### src/rtl/scint_trig_pkg.sv
package scint_trig_pkg;

  localparam int unsigned CH_PER_CABLE   = 16;
  localparam int unsigned NUM_CABLES     = 2;
  localparam int unsigned NUM_CH         = CH_PER_CABLE * NUM_CABLES;
  localparam int unsigned BARS_PER_CABLE = CH_PER_CABLE / 2;
  localparam int unsigned NUM_BARS       = BARS_PER_CABLE * NUM_CABLES;

  // Bars come in adjacent pairs; each pair takes a two-channel group
  // at each end, lower channel to the lower bar.
  function automatic int unsigned left_end(input int unsigned bar);
    int unsigned grp;
    case (bar / 2)
      0:       grp = 0;
      1:       grp = 10;
      2:       grp = 2;
      default: grp = 8;
    endcase
    return grp + (bar % 2);
  endfunction

  function automatic int unsigned right_end(input int unsigned bar);
    int unsigned grp;
    case (bar / 2)
      0:       grp = 14;
      1:       grp = 6;
      2:       grp = 12;
      default: grp = 4;
    endcase
    return grp + (bar % 2);
  endfunction

endpackage

### src/rtl/scint_rst_sync.sv
module scint_rst_sync (
  input  logic clk,
  input  logic rst_n,
  output logic rst_n_sync
);
  logic [1:0] sh_q;
  logic [1:0] sh_d;

  always_comb begin
    sh_d = {sh_q[0], 1'b1};
  end

  always_ff @(posedge clk or negedge rst_n) begin
    if (!rst_n) sh_q <= 2'b00;
    else        sh_q <= sh_d;
  end

  assign rst_n_sync = sh_q[1];
endmodule

### src/rtl/scint_sync_bank.sv
module scint_sync_bank #(
  parameter int unsigned WIDTH  = 32,
  parameter int unsigned STAGES = 2
) (
  input  logic             clk,
  input  logic             rst_n,
  input  logic [WIDTH-1:0] d_i,
  output logic [WIDTH-1:0] q_o
);
  logic [WIDTH-1:0] stg_q [STAGES];
  logic [WIDTH-1:0] stg_d [STAGES];

  always_comb begin
    stg_d[0] = d_i;
    for (int s = 1; s < STAGES; s++) stg_d[s] = stg_q[s-1];
  end

  for (genvar s = 0; s < STAGES; s++) begin : g_stage
    always_ff @(posedge clk or negedge rst_n) begin
      if (!rst_n) stg_q[s] <= '0;
      else        stg_q[s] <= stg_d[s];
    end
  end

  assign q_o = stg_q[STAGES-1];
endmodule

### src/rtl/scint_stretch_bank.sv
module scint_stretch_bank #(
  parameter int unsigned WIDTH = 32,
  parameter int unsigned CNT_W = 4
) (
  input  logic             clk,
  input  logic             rst_n,
  input  logic [CNT_W-1:0] win_len_i,
  input  logic [WIDTH-1:0] in_i,
  output logic [WIDTH-1:0] active_o
);
  logic [CNT_W-1:0] win_eff;

  always_comb begin
    win_eff = (win_len_i == '0) ? CNT_W'(1) : win_len_i;
  end

  for (genvar c = 0; c < WIDTH; c++) begin : g_ch
    logic [CNT_W-1:0] cnt_q;
    logic [CNT_W-1:0] cnt_d;
    logic             cnt_en;

    always_comb begin
      cnt_en = in_i[c] || (cnt_q != '0);
      cnt_d  = in_i[c] ? win_eff : (cnt_q - CNT_W'(1));
    end

    always_ff @(posedge clk or negedge rst_n) begin
      if (!rst_n)      cnt_q <= '0;
      else if (cnt_en) cnt_q <= cnt_d;
    end

    assign active_o[c] = (cnt_q != '0);

    AST_STRETCH_STARTS: assert property (@(posedge clk) disable iff (!rst_n)
      in_i[c] |=> active_o[c]);
    AST_STRETCH_ENDS_QUIET: assert property (@(posedge clk) disable iff (!rst_n)
      $fell(active_o[c]) |-> !$past(in_i[c]));
  end
endmodule

### src/rtl/scint_bar_combine.sv
module scint_bar_combine
  import scint_trig_pkg::*;
(
  input  logic [NUM_CH-1:0]   ends_i,
  input  logic [NUM_BARS-1:0] bar_en_i,
  input  logic                and_mode_i,
  output logic                cable_a_o,
  output logic                cable_b_o,
  output logic                trig_o
);
  logic [NUM_BARS-1:0] bar_hit;

  for (genvar cb = 0; cb < NUM_CABLES; cb++) begin : g_cable
    for (genvar b = 0; b < BARS_PER_CABLE; b++) begin : g_bar
      localparam int unsigned LCH = cb * CH_PER_CABLE + left_end(b);
      localparam int unsigned RCH = cb * CH_PER_CABLE + right_end(b);
      localparam int unsigned IDX = cb * BARS_PER_CABLE + b;
      assign bar_hit[IDX] = ends_i[LCH] & ends_i[RCH] & bar_en_i[IDX];
    end
  end

  always_comb begin
    cable_a_o = |bar_hit[BARS_PER_CABLE-1:0];
    cable_b_o = |bar_hit[NUM_BARS-1:BARS_PER_CABLE];
    trig_o    = and_mode_i ? (cable_a_o & cable_b_o) : (cable_a_o | cable_b_o);
  end
endmodule

### src/rtl/scint_trigger.sv
module scint_trigger
  import scint_trig_pkg::*;
#(
  parameter int unsigned WIN_W       = 4,
  parameter int unsigned SYNC_STAGES = 2
) (
  input  logic                clk,
  input  logic                rst_n,
  input  logic [NUM_CH-1:0]   hit_i,
  input  logic [NUM_CH-1:0]   in_disable_i,
  input  logic [NUM_BARS-1:0] bar_en_i,
  input  logic                and_mode_i,
  input  logic [WIN_W-1:0]    win_len_i,
  output logic [NUM_CH-1:0]   hit_o,
  output logic                trig_a_o,
  output logic                trig_b_o,
  output logic                trig_o
);
  logic              rst_n_s;
  logic [NUM_CH-1:0] hit_sync;
  logic [NUM_CH-1:0] hit_str;
  logic [NUM_CH-1:0] hit_gated;
  logic              a_d, b_d, t_d;

  scint_rst_sync u_rst (
    .clk        (clk),
    .rst_n      (rst_n),
    .rst_n_sync (rst_n_s)
  );

  scint_sync_bank #(.WIDTH(NUM_CH), .STAGES(SYNC_STAGES)) u_sync (
    .clk   (clk),
    .rst_n (rst_n),
    .d_i   (hit_i),
    .q_o   (hit_sync)
  );

  scint_stretch_bank #(.WIDTH(NUM_CH), .CNT_W(WIN_W)) u_stretch (
    .clk       (clk),
    .rst_n     (rst_n_s),
    .win_len_i (win_len_i),
    .in_i      (hit_sync),
    .active_o  (hit_str)
  );

  always_comb begin
    hit_gated = hit_str & ~in_disable_i;
  end

  scint_bar_combine u_comb (
    .ends_i     (hit_gated),
    .bar_en_i   (bar_en_i),
    .and_mode_i (and_mode_i),
    .cable_a_o  (a_d),
    .cable_b_o  (b_d),
    .trig_o     (t_d)
  );

  always_ff @(posedge clk or negedge rst_n) begin
    if (!rst_n) begin
      hit_o    <= '0;
      trig_a_o <= 1'b0;
      trig_b_o <= 1'b0;
      trig_o   <= 1'b0;
    end else if (!rst_n_s) begin
      hit_o    <= '0;
      trig_a_o <= 1'b0;
      trig_b_o <= 1'b0;
      trig_o   <= 1'b0;
    end else begin
      hit_o    <= hit_gated;
      trig_a_o <= a_d;
      trig_b_o <= b_d;
      trig_o   <= t_d;
    end
  end

  AST_RESET_QUIET: assert property (@(posedge clk)
    !rst_n |-> !trig_o && !trig_a_o && !trig_b_o && (hit_o == '0));
  AST_AND_NEEDS_BOTH: assert property (@(posedge clk) disable iff (!rst_n_s)
    (trig_o && $past(and_mode_i)) |-> (trig_a_o && trig_b_o));
  AST_TRIG_HAS_SOURCE: assert property (@(posedge clk) disable iff (!rst_n_s)
    trig_o |-> (trig_a_o || trig_b_o));
  AST_A_NEEDS_PAIR: assert property (@(posedge clk) disable iff (!rst_n_s)
    trig_a_o |-> ($countones($past(hit_gated[CH_PER_CABLE-1:0])) >= 2));
  AST_B_NEEDS_PAIR: assert property (@(posedge clk) disable iff (!rst_n_s)
    trig_b_o |-> ($countones($past(hit_gated[NUM_CH-1:CH_PER_CABLE])) >= 2));
  AST_DISABLED_SILENT: assert property (@(posedge clk) disable iff (!rst_n_s)
    ((hit_o & $past(in_disable_i)) == '0));
endmodule

### config.mk
export PLATFORM = sky130hd
export DESIGN_NAME = scint_trigger
export DESIGN_NICKNAME = d
export VERILOG_FILES = /design/src/rtl/scint_trig_pkg.sv /design/src/rtl/scint_rst_sync.sv /design/src/rtl/scint_sync_bank.sv /design/src/rtl/scint_stretch_bank.sv /design/src/rtl/scint_bar_combine.sv /design/src/rtl/scint_trigger.sv
export SDC_FILE = /design/constraint.sdc
export NUM_CORES = 1
export LEC_CHECK = 0
export ABC_CLOCK_PERIOD_IN_PS = 6400
export BUFFER_PORTS_ARGS = -buffer_cell sky130_fd_sc_hd__buf_4
export CORE_MARGIN = 2
export CORE_UTILIZATION = 64
export CTS_CLUSTER_SIZE = 28
export DETAILED_ROUTE_END_ITERATION = 12
export PLACE_DENSITY = 0.94
export RECOVER_POWER = 50
export SLEW_MARGIN = 10
export SYNTH_ARGS = -nofsm -noshare
export SYNTH_HDL_FRONTEND = slang
export SYNTH_HIERARCHICAL = 1
export SYNTH_SLANG_ARGS = --single-unit
export TNS_END_PERCENT = 20
### constraint.sdc
create_clock -name clk -period 6.4 [get_ports clk]
set_input_delay 1.28 -clock clk [delete_from_list [all_inputs] [get_ports clk]]
set_output_delay 1.28 -clock clk [all_outputs]
set_load 0.03 [all_outputs]
Word-level counts from Yosys, hierarchy flattened
Index checks and enable logic that the tools add are counted.
W data, S select, Z words.
{"block": "totals", "in_bits": 87, "ff_bits": 229, "wordCells": 212}
{"block": "classes", "n_addsub": 32, "n_mux": 38, "n_bitwise": 36, "n_reduce_logical": 67}
{"op": "$mux W4", "count": 33}
{"op": "$reduce_bool A4 Y1", "count": 32}
{"op": "$sub A4 B1 Y4 const B", "count": 32}
{"op": "$and A1 B1 Y1", "count": 33}
{"op": "$and A32 B32 Y32", "count": 1}
{"op": "$logic_or A1 B1 Y1", "count": 32}
{"op": "$mux W32", "count": 1}
{"op": "$not A32 Y32", "count": 1}
{"op": "$reduce_or A8 Y1", "count": 2}
{"op": "$logic_not A4 Y1", "count": 1}
{"op": "$mux W1", "count": 4}
{"op": "$or A1 B1 Y1", "count": 1}

Longest topological paths before layout
{"block": "depth", "ltp_word": 8, "depth_mapped": 11}

By module
Netlist, hierarchy kept.
{"module": "scint_stretch_bank", "n_inst": 1, "seq_area_each_um2": 3203.1, "area_each_um2": 7977.7, "cells_each": 754}
{"module": "scint_sync_bank", "n_inst": 1, "seq_area_each_um2": 1601.5, "area_each_um2": 1601.5, "cells_each": 64}
{"module": "scint_trigger", "n_inst": 1, "seq_area_each_um2": 875.8, "area_each_um2": 1421.4, "cells_each": 105}
{"module": "scint_bar_combine", "n_inst": 1, "seq_area_each_um2": 0.0, "area_each_um2": 142.6, "cells_each": 22}
{"module": "scint_rst_sync", "n_inst": 1, "seq_area_each_um2": 50.0, "area_each_um2": 53.8, "cells_each": 3}

Worst setup path before layout
No wires, ideal clock.
{"block": "synth_path", "path_kind": "register -> register", "startpoint": "register u_rst.sh_q[1]", "endpoint": "register hit_o[10]", "required_time_ps": 6335, "arrival_time_ps": 3865, "path_buffers": 1, "slack_ps": 2470, "stages_incl_launch_ff": 3, "synth_period_minus_slack_ps": 3930, "setup_time_ps": 65, "cell_sequence": "dfrtp_1 -> clkbuf_2 -> and3b_2"}
{"block": "synth_between", "elab_chain_len": 1}
{"item": "from (decl)", "line_no": "scint_rst_sync.sv:6", "source": "logic [1:0] sh_q;"}
{"item": "from (signal assigned)", "line_no": "scint_rst_sync.sv:14", "source": "if (!rst_n) sh_q <= 2'b00;"}
{"item": "from (signal assigned)", "line_no": "scint_rst_sync.sv:15", "source": "else sh_q <= sh_d;"}
{"item": "$mux W32", "line_no": "scint_trigger.sv:65", "source": "end else if (!rst_n_s) begin"}
{"item": "to (signal assigned)", "line_no": "scint_trigger.sv:71", "source": "hit_o <= hit_gated;"}
{"item": "to (decl)", "line_no": "scint_trigger.sv:14", "source": "output logic [NUM_CH-1:0] hit_o,"}
Every way passes these cells.
A chain may end at the register's enable or synchronous reset.

==> summary.txt <==
Number of synthesized flops with an enable pin -> 0
Port bufs -> 121
DP Wirelength -> 15400 um
Compound-Gate Fraction of Synth Area -> 8.19%
First-pass DRT Iterations -> 5
Final critical-path required period -> 3.68 ns
Critical Path RT -> 6.98 ns
Final hold vios -> 0
Cell taking the most area after synthesis -> dfrtp_1
Proportion of layout cells with a drive suffix above 1 -> 23.6%
Yosys cell types -> 31
Slew HR -> -102%
Failing checks -> capacitance limit, slew limit
Hold WS -> 0.161 ns
Kind of critical path -> primary input to async pin
Clk buf depth -> 3
Max cap viols -> 3
Worst skew pair latency -> 0.52 ns
H-tree depth -> 1
Initial Util -> 65.2%
DR DRC count -> 0
R2r startpoint -> u_stretch/g_ch[4].cnt_q[0]
Metal2 WL -> 13200 um
Combined area of all synthesized cells -> 11200 sq um
End of the worst register-to-register path -> trig_o
Ant. Diodes -> 0
Placed Instance Area -> 12200 sq um
CP endpoint kind -> async pin
WL/cell -> 20.0 um
Clock Tree Root -> clkbuf_16
Pins Over Slew Limit -> 124
Grt ovf -> 0
VDD IR-drop max -> 0.259 mV
Fraction of registers with async set/reset -> 100%
RSZ-0062 raised after global routing -> false
Top-area cell type share of the netlist area -> 51.2%
Die area -> 18600 sq um
Final core utilization -> 75.3%
# setup viols final -> 0
Top Layer Used -> met4
FF+latch count, synth -> 229
# rows -> 48
Filler instances -> 1007
Met1 WL -> 10100 um
Total CTS buffers -> 24
Number of DRC markers in iteration 0 -> 669
Top Ports -> 122
CTS sink cnt -> 229
Via count of the first global-routing pass -> 8163
Main combinational cell family by area after synthesis -> simple AND/OR/NAND/NOR gates
Buf/Inv on CP -> 2
Initial antenna violation count -> 0
Worst-path fanout max -> 55
Type of origin of the critical path -> primary input
Setup Fix Bufs, Post-CTS -> 0
Reg2Reg Depth -> 11
Die Y -> 136 um
Largest net degree at the start of global routing -> 82
Final net count -> 1198
Via density -> 6.00
Commonest non-fill, non-tap cells in the layout -> dfrtp_1, inv_1, buf_4
Post-route design area -> 12900 sq um
Slew @ Worst Pin -> 3.03 ns
Crit path max-delay family -> buffers and inverters
Post-synthesis xor/xnor area fraction -> 5.01%
Area grow syn2layout -> 15.6%
Core footprint -> 17200 sq um
WL met3 -> 1420 um
All-Layer GR Usage -> 28.6%
Gpl congestion -> 0.846
Status -> complete, but fails checks
Seq/Total Area, Yosys -> 51.2%
Post-synthesis simple-gate area fraction -> 17.1%
Arrival time worst endpoint -> 4.27 ns
CTS tree -> done
Worst hold path class -> flop to async pin
Worst-path clk slew -> 0.06 ns
Achievable Freq -> 271 MHz
Largest cells by area after synthesis -> dfrtp_1, ha_1, nor3b_4, xnor2_1, inv_1
Leakage Power -> 5.84 nW
Power per cell area -> 356 nW/um^2
Final Skew -> 0.0112 ns
Post-CTS resize count -> 0
Overall Power -> 0.00460 W
R2r setup slk -> 3.62 ns
Syn avg cell area -> 11.8 sq um
Crit-path max cell delay -> 2.10 ns
First-pass GRT wire length -> 41500 um
CP max stage cell -> clkbuf_1
DRT antenna net count -> 0
Cells after Synth -> 948
Main synth FF type -> dfrtp_1
Hold Buf Count CTS -> 0
Final Cycle Share -> 57.6%
Die width -> 136 um
Cell Chain, Critical Path -> clkbuf_1 -> buf_4
Commonest non-fill, non-tap cell in the layout -> dfrtp_1
Syn nets -> 1099
Setup Total Neg Slack -> 0 ns
DR vias -> 7746
Synth warn -> 6
Post-synthesis adder-cell area fraction -> 7.25%
Drt total wl -> 25800 um
Post-synthesis mux area share -> 6.08%
## per-layer routing
layer,GRT usage (%),up-vias
li1,-,3457
met1,35.8,3886
met2,49.2,315
met3,4.62,88
met4,12.1,0
met5,0,-
## worst max path at each step
stage | start | to | slack [ns] | cells past startpoint
final | rst_n | u_sync/q_o[23] | 2.72 | 2
after CTS | u_stretch/g_ch[1].cnt_q[1] | trig_o | 3.86 | 10
after floorplan | u_rst/sh_q[1] | u_stretch/g_ch[0].cnt_q[0] | 2.39 | 0
after global routing | rst_n | hit_o[28] | 2.04 | 2
after detailed placement | win_len_i[3] | u_stretch/g_ch[25].cnt_q[0] | 3.64 | 5
after global placement | win_len_i[3] | u_stretch/g_ch[3].cnt_q[0] | 3.69 | 5
## sequential cells by signal, indices dropped and copies added, names as in the netlist
register and cells:
u_stretch/g_ch.cnt_q 128, hit_o 32, u_sync/q_o 32, u_sync/stg_d 32, u_rst/sh_q 2, trig_a_o 1, trig_b_o 1, trig_o 1
## synth_stat cells, drive strengths merged (32+ instances only)
library cell / number
nand2: 34
ha: 64
a221o: 32
mux2i: 32
mux2: 32
dfrtp: 229
nor2b: 32
o21ai: 64
o31ai: 32
clkbuf: 44
and3b: 32
xnor2: 64
nor3: 65
inv: 97
nor3b: 64
## per-stage QoR
step | cells | setup slack (ns)
2_1_floorplan | 948 | 2.39
3_3_place_gp | 1246 | 3.69
3_5_place_dp | 1246 | 3.64
4_1_cts | 1290 | 3.86
5_1_grt | 1290 | 2.04
6_report | 1290 | 2.72
## worst reg2reg max path: stages, from the launching register on
cell	delay (ns)
dfrtp_1	0.38
inv_1	0.11
ha_1	0.18
nor3b_1	0.54
inv_1	0.13
nor2b_1	0.18
nand3_1	0.07
nand2_1	0.06
a311oi_1	0.24
nand4_1	0.26
maj3_2	0.37
and2_1	0.16
## where the power goes
part	internal, W	total (W)	leakage (nW)	switching [W]
registers	0.00170	0.00195	2.75	0.000250
logic	0.000627	0.00129	2.70	0.000663
clock network	0.000794	0.00136	0.391	0.000567
total	0.00312	0.00460	5.84	0.00148
## cell families after synthesis
family	after synthesis
multiplexers	64
buffers and inverters	149
AND/OR/NAND/NOR	244
adder cells (fa/ha/maj)	65
XOR/XNOR	64
flip-flops	229
AO/OA/AOI/OAI	132
other	1
## cell type report
type	instances	area [sq um]	share of cell area, %
timing repair buffer	125	923	7.14
multi-input combinational	570	4860	37.6
clock buffer	36	737	5.70
tap	225	282	2.18
inverter	97	364	2.81
sequential	229	5730	44.3
clock inverter	8	42.5	0.329
Power figures use the tool's default switching activity.
